<file path="config.mk">
export PLATFORM = sky130hd
export DESIGN_NAME = pad_responder
export DESIGN_NICKNAME = d
export VERILOG_FILES = /design/src/rtl/pad_pkg.sv /design/src/rtl/pad_sync.sv /design/src/rtl/pad_frame.sv /design/src/rtl/pad_responder.sv
export SDC_FILE = /design/constraint.sdc
export NUM_CORES = 1
export LEC_CHECK = 0
export BUFFER_PORTS_ARGS = -buffer_cell sky130_fd_sc_hd__buf_2
export CAP_MARGIN = 20
export CORE_MARGIN = 2
export CORE_UTILIZATION = 57
export CTS_BUF_LIST = sky130_fd_sc_hd__clkbuf_8
export DETAILED_ROUTE_END_ITERATION = 6
export PLACE_DENSITY = 0.81
export SLEW_MARGIN = 20
export SYNTH_ARGS = -nofsm -noshare
export SYNTH_HDL_FRONTEND = slang
export SYNTH_SLANG_ARGS = --single-unit
</file>
<file path="constraint.sdc">
create_clock -name clk -period 1.8 [get_ports clk]
set_input_delay 0.18 -clock clk [delete_from_list [all_inputs] [get_ports clk]]
set_output_delay 0.18 -clock clk [all_outputs]
set_load 0.005 [all_outputs]
</file>
<file path="src/rtl/pad_pkg.sv">
package pad_pkg;

    typedef enum logic [1:0] {
        ST_IDLE  = 2'd0,
        ST_LOAD  = 2'd1,
        ST_SHIFT = 2'd2,
        ST_DONE  = 2'd3
    } frame_state_e;

endpackage

</file>
<file path="src/rtl/pad_sync.sv">
module pad_sync #(
    parameter int WIDTH   = 2,
    parameter int STAGES  = 2,
    parameter logic [WIDTH-1:0] RST_VAL = '0
) (
    input  logic             clk,
    input  logic             rst_n,
    input  logic [WIDTH-1:0] async_in,
    output logic [WIDTH-1:0] sync_out
);

    logic [WIDTH-1:0] chain [STAGES];

    genvar g;
    generate
        for (g = 0; g < STAGES; g++) begin : g_stage
            always_ff @(posedge clk or negedge rst_n) begin
                if (!rst_n) begin
                    chain[g] <= RST_VAL;
                end else if (g == 0) begin
                    chain[g] <= async_in;
                end else begin
                    chain[g] <= chain[(g == 0) ? 0 : g-1];
                end
            end
        end
    endgenerate

    assign sync_out = chain[STAGES-1];

endmodule

</file>
<file path="src/rtl/pad_frame.sv">
module pad_frame
    import pad_pkg::*;
#(
    parameter int NUM_BUTTONS = 12,
    parameter int FRAME_SLOTS = 16,
    localparam int PAD_SLOTS  = FRAME_SLOTS - NUM_BUTTONS,
    localparam int CNT_W      = $clog2(FRAME_SLOTS + 1)
) (
    input  logic                   clk,
    input  logic                   rst_n,
    input  logic                   lat_sync,
    input  logic                   clk_sync,
    input  logic [NUM_BUTTONS-1:0] buttons_pressed,
    output logic                   ser_data,
    output frame_state_e           state,
    output logic [CNT_W-1:0]       slot_cnt
);

    frame_state_e           state_nxt;
    logic                   clk_prev;
    logic                   clk_rise;
    logic [FRAME_SLOTS-1:0] shreg;
    logic [FRAME_SLOTS-1:0] load_img;

    // Snapshot image: padding ones on top, inverted buttons below (slot 0 = bit 0).
    assign load_img = {{PAD_SLOTS{1'b1}}, ~buttons_pressed};

    // Host clock idles high, so the edge register also resets high.
    always_ff @(posedge clk or negedge rst_n) begin
        if (!rst_n) clk_prev <= 1'b1;
        else        clk_prev <= clk_sync;
    end

    assign clk_rise = clk_sync & ~clk_prev;

    // State register
    always_ff @(posedge clk or negedge rst_n) begin
        if (!rst_n) state <= ST_IDLE;
        else        state <= state_nxt;
    end

    // Next-state logic
    always_comb begin
        state_nxt = state;
        if (lat_sync) begin
            state_nxt = ST_LOAD;
        end else begin
            unique case (state)
                ST_IDLE:  state_nxt = ST_IDLE;
                ST_LOAD:  state_nxt = ST_SHIFT;
                ST_SHIFT: begin
                    if (clk_rise && (slot_cnt == CNT_W'(FRAME_SLOTS - 1)))
                        state_nxt = ST_DONE;
                end
                ST_DONE:  state_nxt = ST_DONE;
                default:  state_nxt = ST_IDLE;
            endcase
        end
    end

    // Output datapath: shift register and slot counter
    always_ff @(posedge clk or negedge rst_n) begin
        if (!rst_n) begin
            shreg    <= '1;
            slot_cnt <= '0;
        end else if (lat_sync) begin
            shreg    <= load_img;
            slot_cnt <= '0;
        end else begin
            unique case (state)
                ST_SHIFT: begin
                    if (clk_rise) begin
                        shreg    <= {1'b1, shreg[FRAME_SLOTS-1:1]};
                        slot_cnt <= slot_cnt + 1'b1;
                    end
                end
                ST_DONE:  shreg <= '1;
                default:  ;
            endcase
        end
    end

    assign ser_data = shreg[0];

endmodule

</file>
<file path="src/rtl/pad_responder.sv">
module pad_responder
    import pad_pkg::*;
#(
    parameter int NUM_BUTTONS = 12,
    parameter int FRAME_SLOTS = 16,
    parameter int SYNC_STAGES = 2,
    localparam int CNT_W      = $clog2(FRAME_SLOTS + 1)
) (
    input  logic                   clk,
    input  logic                   rst_n,
    input  logic                   host_latch,
    input  logic                   host_clk,
    input  logic [NUM_BUTTONS-1:0] buttons_pressed,
    output logic                   ser_data
);

    logic             lat_sync;
    logic             clk_sync;
    frame_state_e     frame_state;
    logic [CNT_W-1:0] slot_cnt;

    // bit 1 = latch (rests low), bit 0 = clock (rests high)
    pad_sync #(
        .WIDTH   (2),
        .STAGES  (SYNC_STAGES),
        .RST_VAL (2'b01)
    ) u_sync (
        .clk      (clk),
        .rst_n    (rst_n),
        .async_in ({host_latch, host_clk}),
        .sync_out ({lat_sync, clk_sync})
    );

    pad_frame #(
        .NUM_BUTTONS (NUM_BUTTONS),
        .FRAME_SLOTS (FRAME_SLOTS)
    ) u_frame (
        .clk             (clk),
        .rst_n           (rst_n),
        .lat_sync        (lat_sync),
        .clk_sync        (clk_sync),
        .buttons_pressed (buttons_pressed),
        .ser_data        (ser_data),
        .state           (frame_state),
        .slot_cnt        (slot_cnt)
    );

endmodule

</file>
==> impl_results.md, run 1 <==
* WL met3 at 50 um
* Met1 Wirelength at 781 um
* Endpoint class of the critical path: flip-flop
* Share of cells above drive strength 1 at 0.5204
* Final setup violation count at 0
* Seq cells post-synth at 24
* RSZ-0062 raised after global routing: no
* Vias post-DR at 681
* Final core utilization at 0.7047
* CTS tree: built
* Slew Limit Fails at 0
* Via density at 5.537
* First-pass GRT wire length at 3077 um
* Initial antenna violation count at 0
* Post-Syn Instances at 79
* Die ar. at 2246 um2
* First drt pass iteration count at 4
* Max Used Layer: met4
* Peak VDD IR at 0.0006570 V
* Fin. Hold Viols at 0
* Initial Util at 0.6151
* Outcome: finished clean
* Syn Std Cell Area at 1074 um2
* Final min period at 1.495 ns
* PwrDens at 1036 nW/um2
* Syn avg cell area at 13.59 um2
* CTS clock-pin slew for the worst setup and hold paths at 0.08 ns
* Slew @ Worst Pin at 0.5004 ns
* DRC errors left at 0
* Chip height at 47.40 um
* Fin Clk Skew at 0.002901 ns
* Setup TNS at 0 ns
* WHS at 0.01330 ns
* Root buffer selected by CTS: clkbuf_8
* Clk_lat worst skew at 0.26 ns
* Total of max-cap violations at 0
* Std cell rows at 15
* Cell taking the most area after synthesis: dfstp_2
* Final worst-path cycle share at 0.8308
* Total Routing Usage GR at 0.2027
* DR iter-0 viols at 9
* DIE WIDTH at 47.40 um
* Mux cell area share after synthesis at 0.1387
* Pleak at 0.5526 nW
* WS Path Type: reg2reg
* Ant diodes at 0
* Post-Synth Adder-Cell Area at 0.02331
* F_max at 0.6687 GHz
* Final WL at 1798 um
* Boundary Pins at 17
* GRT overflow at 0
* Max Fanout on Critical Path at 7
* Post-Syn Nets at 97
* Sequential area share after synthesis at 0.5769
* Port Buffers at 16
* Core ar. at 1745 um2
* Filler cell count at 131
* DRT antenna net count at 0
* XOR/XNOR share of the synthesized area at 0.008159
* Cts repair resizes at 0
* Final net count at 117
* Ys Warns at 0
* Area taken by multi-input logic gates at 417.9 um2
* Slew Limit Headroom at 0.6664
* Total CTS buffers at 3
* Main combinational cell family by area after synthesis: compound AO/OA/AOI/OAI gates
* Layout area overhead at 14.57%
* Startpoint Class: flip-flop
* RD Place Congestion at 0.6534
* Register area at 619.3 um2
* Drt wl/cell at 14.62 um
* Largest net degree at the start of global routing at 25
* H-Tree Depth at 1
* Synth top area share at 0.3671
* Critical Path RT at 1.95 ns
* Clock Path Buffers at 2
* Unique masters post-synth at 25
* Compound-Gate Fraction of Synth Area at 0.1410
* HP Class: in2reg
* Worst path arrival time at 1.65 ns
* Sink Count at 24
* DR WL met2 at 955 um
* Top cells by area, synth: dfstp_2, dfrtp_1, mux2_2
* Simple logic cell fraction of the synthesized area at 0.07809
* Vias in the first global route at 710
sequential cells by signal (all words and copies together), names as in the netlist:
register          flops
u_frame.shreg        12
u_frame.slot_cnt      5
u_frame.state         2
u_sync.chain          2
u_sync.sync_out       2
u_frame.clk_prev      1
critical path, cell delays in order, from the launching register on:
cell and delay (ns):
dfstp_2 0.54, and4bb_1 0.38, nand4_2 0.15, mux2_4 0.31
Yosys cell counts:
master	n
a211oi_1	1
a21o_1	1
a21oi_1	1
a21oi_2	1
a2bb2oi_1	12
a31o_1	1
and3_1	1
and4bb_1	1
buf_2	2
buf_4	1
buf_6	1
clkbuf_1	1
dfrtp_1	9
dfstp_2	15
ha_1	2
inv_1	1
mux2_2	11
mux2_4	1
mux2i_1	1
nand2b_1	2
nand4_2	1
nor2_1	9
nor2b_1	1
o31a_1	1
xnor2_1	1
through the flow:
stage	total power, mW	instances	cell area (um2)	setup WS, ns
after global placement	0.9553	118	1175	0.3609
after CTS	1.292	123	1230	0.3061
final	1.274	123	1230	0.3045
after detailed placement	0.9762	118	1175	0.3282
after global routing	1.333	123	1230	0.2200
after floorplan	0.9013	79	1074	0.4316
layout by cell type, fill, tap and decap left out:
| cell | instances |
|---|---|
| dlygate4sd3_1 | 1 |
| o31a_1 | 1 |
| nand4_2 | 1 |
| a21oi_1 | 1 |
| mux2i_1 | 1 |
| and4bb_1 | 1 |
| buf_4 | 3 |
| ha_1 | 2 |
| nor2b_1 | 1 |
| a21oi_2 | 1 |
| dfstp_2 | 15 |
| a2bb2oi_1 | 12 |
| mux2_2 | 11 |
| nand2b_1 | 2 |
| xnor2_1 | 1 |
| buf_2 | 16 |
| nor2_1 | 9 |
| and3_1 | 1 |
| a21o_1 | 1 |
| clkbuf_8 | 3 |
| a211oi_1 | 1 |
| dfrtp_1 | 9 |
| mux2_4 | 1 |
| a31o_1 | 1 |
| inv_1 | 2 |
final cells by class:
class	instances	share of cell area
multi-input combinational	49	0.3398
inverter	1	0.003052
clock buffer	3	0.03357
clock inverter	1	0.003052
timing repair buffer	20	0.09156
tap	25	0.02543
sequential	24	0.5036
worst paths after layout:
check	from	end	slack (ns)	cells past startpoint
worst min register to register	u_sync.chain[2]	u_sync.sync_out[0]	0.36	0
max in group asynchronous	rst_n	u_frame.shreg[3]	1.03	2
min in group asynchronous	rst_n	u_frame.slot_cnt[2]	0.41	2
worst min-delay path	host_clk	u_sync.chain[2]	0.01	1
worst max register to register	u_sync.sync_out[0]	u_frame.slot_cnt[3]	0.30	3
worst max-delay path	u_sync.sync_out[0]	u_frame.slot_cnt[3]	0.30	3
kinds of logic (layout without fill, tap and decap cells):
| kind of cell | Yosys count | after routing |
|---|---|---|
| simple gates | 15 | 15 |
| flops | 24 | 24 |
| fa+ha+maj | 2 | 2 |
| xor+xnor | 1 | 1 |
| compound gates | 18 | 18 |
| buf+inv | 6 | 25 |
| mux | 13 | 13 |
power by group:
part / leakage [nW] / switching (mW) / internal, mW
sequential: 0.277 / 0.0515 / 0.681
combinational: 0.249 / 0.0827 / 0.150
clock: 0.0269 / 0.157 / 0.152
repair_timing:
action | in CTS | in global routing
buffers inserted | 0 | 0
hold buffers | 1 | 0
endpoints found under the hold margin | 9 | 0
layer usage:
metal / vias up / track usage
met5: - / 0
met4: 0 / 0.1000
met3: 2 / 0.02692
met2: 11 / 0.3297
met1: 342 / 0.2655
li1: 326 / -
Power figures use the tool's default switching activity.
==> run 2, diff against run 1 <==
--- a/config.mk
+++ b/config.mk
@@ -5,13 +5,14 @@
 export SDC_FILE = /design/constraint.sdc
 export NUM_CORES = 1
 export LEC_CHECK = 0
+export ABC_AREA = 1
 export BUFFER_PORTS_ARGS = -buffer_cell sky130_fd_sc_hd__buf_2
 export CAP_MARGIN = 20
 export CORE_MARGIN = 2
-export CORE_UTILIZATION = 57
+export CORE_UTILIZATION = 58
 export CTS_BUF_LIST = sky130_fd_sc_hd__clkbuf_8
 export DETAILED_ROUTE_END_ITERATION = 6
-export PLACE_DENSITY = 0.81
+export PLACE_DENSITY = 0.82
 export SLEW_MARGIN = 20
 export SYNTH_ARGS = -nofsm -noshare
 export SYNTH_HDL_FRONTEND = slang
==> constraint.sdc (replaced) <==
create_clock -name clk -period 1.5 [get_ports clk]
set_input_delay 0.15 -clock clk [delete_from_list [all_inputs] [get_ports clk]]
set_output_delay 0.15 -clock clk [all_outputs]
set_load 0.005 [all_outputs]
==> run 2 against run 1 <==
  * Final cell count increased by 52%
  * Largest power group unchanged
  * First-iteration DRC count increased to 2.6 times the previous value
  * Sequential power increased by 13%
  * Sequential share of layout area decreased by 5.9 points
  * Clock power increased by 82%
  * Fmax increased by 15%
  * Critical path depth increased by 3
==> impl_results.md, run 2 <==
* Outcome: finished clean
* Std cell rows at 16
* Post-synth ARST share at 1.000
* Cell taking the most area after synthesis: dfstp_2
* Cells along the critical path: ha_1, nand2_1, nor2_1, ha_1, nor3_1, nor2_1
* Vias post-DR at 919
* Core ar. at 1962 um2
* Final WL at 2164 um
* H-Tree Depth at 1
* First drt pass iteration count at 4
* Largest net degree at the start of global routing at 25
* Slew Limit Headroom at 0.6573
* Syn avg cell area at 8.641 um2
* Sink Count at 24
* DR iter-0 viols at 23
* Drt wl/cell at 11.57 um
* Final worst-path cycle share at 0.8663
* Die ar. at 2451 um2
* CTS clock-pin slew for the worst setup and hold paths at 0.09 ns
* Ys Warns at 0
* Filler cell count at 172
* Initial antenna violation count at 0
* Most flop-heavy register: u_frame.shreg
* Sequential area share after synthesis at 0.5156
* Final HPWL DP at 1434 um
* Top FF cell, synth: dfstp_2
* Startpoint Class: flip-flop
* Clock Path Buffers at 2
* Worst path bufs/invs at 0
* Final setup violation count at 0
* Fin Clk Skew at 0.006101 ns
* Max Fanout on Critical Path at 3
* WHS at 0.1062 ns
* Root buffer selected by CTS: clkbuf_8
* Fin. Hold Viols at 0
* Top cells by area, synth: dfstp_2, dfrtp_1, nand2_1
* Total Routing Usage GR at 0.2102
* Post-synth EDFFs at 0
* Cts repair resizes at 0
* Top cell family by delay on the critical path: flip-flops
* Peak VDD IR at 0.0008221 V
* Port Buffers at 16
* Commonest non-fill, non-tap cell in the layout: nand2_1
* Pleak at 0.7214 nW
* GRT overflow at 0
* Critical Path RT at 1.65 ns
* Post-Syn Nets at 157
* Vias in the first global route at 924
* CTS tree: built
* HP Class: in2reg
* Slew Limit Fails at 0
* PwrDens at 1186 nW/um2
* RSZ-0062 raised after global routing: no
* Setup TNS at 0 ns
* Syn Std Cell Area at 1201 um2
* Chip height at 49.51 um
* Post-route design area at 1393 um2
* Fin cells at 187
* Largest register FFs at 12
* Boundary Pins at 17
* Slew @ Worst Pin at 0.5140 ns
* Via density at 4.914
* DIE WIDTH at 49.51 um
* Total of max-cap violations at 0
* Count leader, synth: nand2_1
* Final net count at 179
* Worst path arrival time at 1.45 ns
* Top flop regs: u_frame.shreg (12), u_frame.slot_cnt (5)
* Number of instances in the placed design at 180
* Ant diodes at 0
* Post-Syn Instances at 139
* Unique masters post-synth at 25
* RD Place Congestion at 0.7789
* Share of cells above drive strength 1 at 0.3375
* Critical Path Slowest Stage Cell: dfrtp_1
* Initial Util at 0.6122
* Dpl cell area at 1291 um2
* Synth top area share at 0.3281
* DRT antenna net count at 0
* Commonest cells after routing, fill and taps aside: nand2_1, buf_2, inv_1, dfstp_2, nand3_1
* WS Path Type: reg2reg
* First-pass GRT wire length at 3919 um
* F_max at 0.7696 GHz
* Total CTS buffers at 3
* Seq cells post-synth at 24
* DRC errors left at 0
* CP peak stage delay at 0.41 ns
* Endpoint class of the critical path: flip-flop
* Clk_lat worst skew at 0.27 ns
* Layout area overhead at 15.94%
* Synth top cells by count: nand2_1, dfstp_2, inv_1
* Final min period at 1.299 ns
-- run 2: what timing repair did --
action / in CTS / in global routing
buffers inserted: 0 / 0
endpoints found under the setup margin: 0 / 0
hold endpoints to repair: 11 / 0
hold buffers: 3 / 0
-- run 2: worst paths after layout --
kind                                           from                  end  slack (ns)  depth (start not counted)
worst max register to register  u_frame.slot_cnt[1]     u_frame.state[0]        0.20                          6
min in group asynchronous                     rst_n  u_frame.slot_cnt[2]        0.38                          2
worst max-delay path            u_frame.slot_cnt[1]     u_frame.state[0]        0.20                          6
worst min-delay path             buttons_pressed[6]     u_frame.shreg[6]        0.11                          4
worst min register to register      u_sync.chain[3]   u_sync.sync_out[1]        0.36                          0
max in group asynchronous                     rst_n    u_frame.shreg[10]        0.75                          2
-- run 2: cell families after synthesis --
kind of cell               Yosys count  share of synthesized area
buffers and inverters               23                    0.09687
DFF                                 24                     0.5156
and+or+nand+nor                     81                     0.3146
AOI/OAI and AO/OA                    9                    0.05208
adders and majority gates            2                    0.02083
-- run 2: metrics by stage --
| step | setup WS [ns] | total power [mW] | utilization |
|---|---|---|---|
| 2_1_floorplan | 0.3151 | 1.025 | - |
| 3_3_place_gp | 0.2747 | 1.079 | 0.6582 |
| 3_5_place_dp | 0.2250 | 1.094 | 0.6582 |
| 4_1_cts | 0.1752 | 1.667 | 0.7098 |
| 5_1_grt | 0.06853 | 1.746 | 0.7098 |
| 6_report | 0.2006 | 1.652 | 0.7098 |
-- run 2: worst min-delay path: stages --
cell     delay [ns]
buf_2          0.08
nand2_1        0.04
nand3_1        0.07
nand2_1        0.04
-- run 2: area by class of cell --
cell class | instances | area, um2 | area share
clock inverters | 1 | 30.03 | 0.02156
well taps | 27 | 33.78 | 0.02426
multi-input cells | 92 | 465.4 | 0.3342
flip-flops and latches | 24 | 619.3 | 0.4447
inverters | 18 | 70.07 | 0.05031
repair buffers | 22 | 132.6 | 0.09524
clock buffers | 3 | 41.29 | 0.02965
-- run 2: power breakdown --
group          leakage, nW  switching, mW  internal, mW  total [mW]
Clock               0.0357          0.204         0.357       0.561
Combinational        0.409          0.158         0.104       0.263
Sequential           0.277         0.0497         0.778       0.828
-- run 2: layer usage --
layer | share of wire | GRT usage | vias to the layer above
met1 | 0.43 | 0.2429 | 432
met2 | 0.53 | 0.3919 | 21
li1 | - | - | 464
met5 | 0 | 0 | -
met4 | 0.0046 | 0.04167 | 0
met3 | 0.043 | 0.05455 | 2
==> run 3, diff against run 2 <==
--- a/config.mk
+++ b/config.mk
@@ -16,4 +16,5 @@
 export SLEW_MARGIN = 20
 export SYNTH_ARGS = -nofsm -noshare
 export SYNTH_HDL_FRONTEND = slang
+export SYNTH_HIERARCHICAL = 1
 export SYNTH_SLANG_ARGS = --single-unit
==> run 3 against run 2 <==
  * Largest power group unchanged
  * Combinational power is 11% lower
  * Final cell count is 6.4% lower
  * Synthesized area is 0.52% lower
  * Critical path depth stayed put
  * Core utilization is 2.2 points lower
  * Sequential power is 2% lower
==> impl_results.md, run 3 <==
* DIE WIDTH at 49.39 um
* Count leader, synth: nand2_1
* Final core utilization at 0.6875
* Vias in the first global route at 874
* H-Tree Depth at 1
* Final HPWL DP at 1476 um
* Worst path bufs/invs at 2
* CTS clock-pin slew for the worst setup and hold paths at 0.08 ns
* Final WL at 2209 um
* DR iter-0 viols at 17
* Slew Limit Fails at 0
* FF-to-FF setup slack at 0.17 ns
* GRT overflow at 0
* Internal at 1.214 mW
* CP peak stage delay at 0.52 ns
* Synth top cells by count: nand2_1, nor2_1, dfstp_2
* CTS tree: built
* Worst Hold Endpoint: u_frame/shreg[11]
* Final worst-path cycle share at 0.8870
* RSZ-0062 raised after global routing: no
* Seq cells post-synth at 24
* Post-synth EDFFs at 0
* Drt wl/cell at 12.62 um
* Vias post-DR at 921
* Fin cells at 175
* Initial Util at 0.6091
* DRC errors left at 0
* Crit-path most repeated cell: nand2_1
* Worst r2r src: u_frame/clk_prev
* Top FF cell, synth: dfstp_2
* Clk pwr share at 0.350
* Final Power at 1.611 mW
* Sequential area share after synthesis at 0.5183
* FF-to-FF path depth at 6
* Die ar. at 2439 um2
* Unique masters post-synth at 22
* Most flop-heavy register: u_frame/shreg
* Critical Path Slowest Stage Cell: dfstp_2
* Critical Path RT at 1.72 ns
* Pleak at 0.6448 nW
* Chip height at 49.39 um
* Final net count at 167
* Hold path cells at 4
* HP Class: in2reg
* Top cells by area, synth: dfstp_2, dfrtp_1, nand2_1
* Boundary Pins at 17
* Root buffer selected by CTS: clkbuf_8
* F_max at 0.7516 GHz
* Startpoint Class: flip-flop
* Largest net degree at the start of global routing at 25
* Top cell family by delay on the critical path: flip-flops
* Total CTS buffers at 3
* Synth top area share at 0.3298
* Setup bufs post-CTS at 0
* Sink Count at 24
* Layout area overhead at 12.88%
* Post-Syn Instances at 131
* Final min period at 1.330 ns
* Sw Ratio at 0.2468
* RD Place Congestion at 0.7452
* Syn Std Cell Area at 1195 um2
* Ant diodes at 0
* Clk_lat worst skew at 0.27 ns
* Share of cells above drive strength 1 at 0.3446
* First-pass GRT wire length at 3850 um
* Worst path arrival time at 1.55 ns
* Slew Limit Headroom at 0.6665
* Largest register FFs at 12
* Final setup violation count at 0
* Fin Clk Skew at 0.004980 ns
* Ys Warns at 6
* Post-Syn Nets at 149
* First drt pass iteration count at 4
* RR Endpoint: u_frame/shreg[9]
* Combinational Power Share at 0.146
* Top flop regs: u_frame/shreg (12), u_frame/slot_cnt (5)
* Clock Path Buffers at 2
* Total Routing Usage GR at 0.2133
* Fin. Hold Viols at 0
* Cts repair resizes at 0
* Post-synth ARST share at 1.000
* Initial antenna violation count at 0
* WS Path Type: reg2reg
* Slew @ Worst Pin at 0.5002 ns
* DP Worst Slack at 0.2206 ns
* Number of instances in the placed design at 168
* PnR worst setup slack at 0.1695 ns
* Setup TNS at 0 ns
* PwrDens at 1195 nW/um2
* Peak VDD IR at 0.0008039 V
* Flop pwr share at 0.504
* Commonest cells after routing, fill and taps aside: nand2_1, nor2_1, buf_2, dfstp_2
* Syn avg cell area at 9.121 um2
* DRT antenna net count at 0
* Via density at 5.263
* Worst Hold Launch: buttons_pressed[11]
* Max Fanout on Critical Path at 13
* Outcome: finished clean
* CTS Hold Bufs at 3
* Std cell rows at 16
* NetSw at 397.6 uW
* Total of max-cap violations at 0
* Core ar. at 1962 um2
* Port Buffers at 16
* Cell taking the most area after synthesis: dfstp_2
* Endpoint class of the critical path: flip-flop
* Commonest non-fill, non-tap cell in the layout: nand2_1
* Cells along the critical path: inv_1, nand3_1, nand3_4, inv_4, nand2_1, nand2_1
## run 3: cell types whose count changed after synthesis, sizes merged, moves of 2 or more
| cell | delta |
|---|---|
| nand3 | -10 |
| a21oi | -2 |
| nand2 | -12 |
| inv | -11 |
| a22oi | +11 |
| nor2 | +13 |
| buf | +3 |
## run 3: layout make-up
class / instances / area, um2
inverter: 8 / 37.54
timing repair buffer: 21 / 125.1
clock buffer: 3 / 41.29
multi-input combinational: 91 / 461.7
fill: 169 / 613.1
tap: 27 / 33.78
sequential: 24 / 619.3
clock inverter: 1 / 30.03
## run 3: layer usage
layer	global-route usage	share of wire	up-vias
met5	0	0	-
met4	0.1065	0.025	0
met3	0.04908	0.035	7
met2	0.3739	0.51	21
met1	0.2419	0.43	444
li1	-	-	449
## run 3: per-stage QoR
step	hold WS, ns	area (um2)
2_1_floorplan	-0.1456	1195
3_3_place_gp	0.1430	1247
3_5_place_dp	0.1442	1247
4_1_cts	0.09644	1349
5_1_grt	0.1150	1349
6_report	0.09247	1349
## run 3: kinds of logic after synthesis
kind of cell    Yosys count  share of synthesized area
simple gates             72                     0.2628
flops                    24                     0.5183
compound gates           17                     0.1026
buf+inv                  16                    0.09528
fa+ha+maj                 2                    0.02094
## run 3: tightest hold or removal path, stage by stage
cell	delay, ns
buf_2	0.07
nand2_1	0.04
o21ai_0	0.06
inv_1	0.04
## run 3: how the worst max path moves through the flow
stage	from	endpoint	slack, ns	cells after the start
2_1_floorplan	u_frame/slot_cnt[0]	u_frame/slot_cnt[4]	0.31	7
3_3_place_gp	u_frame/slot_cnt[0]	u_frame/slot_cnt[4]	0.29	7
3_5_place_dp	u_frame/slot_cnt[1]	u_frame/slot_cnt[4]	0.22	7
4_1_cts	u_frame/clk_prev	u_frame/shreg[9]	0.18	6
5_1_grt	u_frame/slot_cnt[1]	u_frame/slot_cnt[4]	0.09	7
6_report	u_frame/clk_prev	u_frame/shreg[9]	0.17	6
## run 3: power by group through the flow
stage	combinational [mW]	clock, mW	sequential [mW]
2_1_floorplan	0.183	0	0.809
3_3_place_gp	0.214	0	0.818
3_5_place_dp	0.226	0	0.821
4_1_cts	0.236	0.573	0.811
5_1_grt	0.264	0.614	0.823
6_report	0.235	0.564	0.812
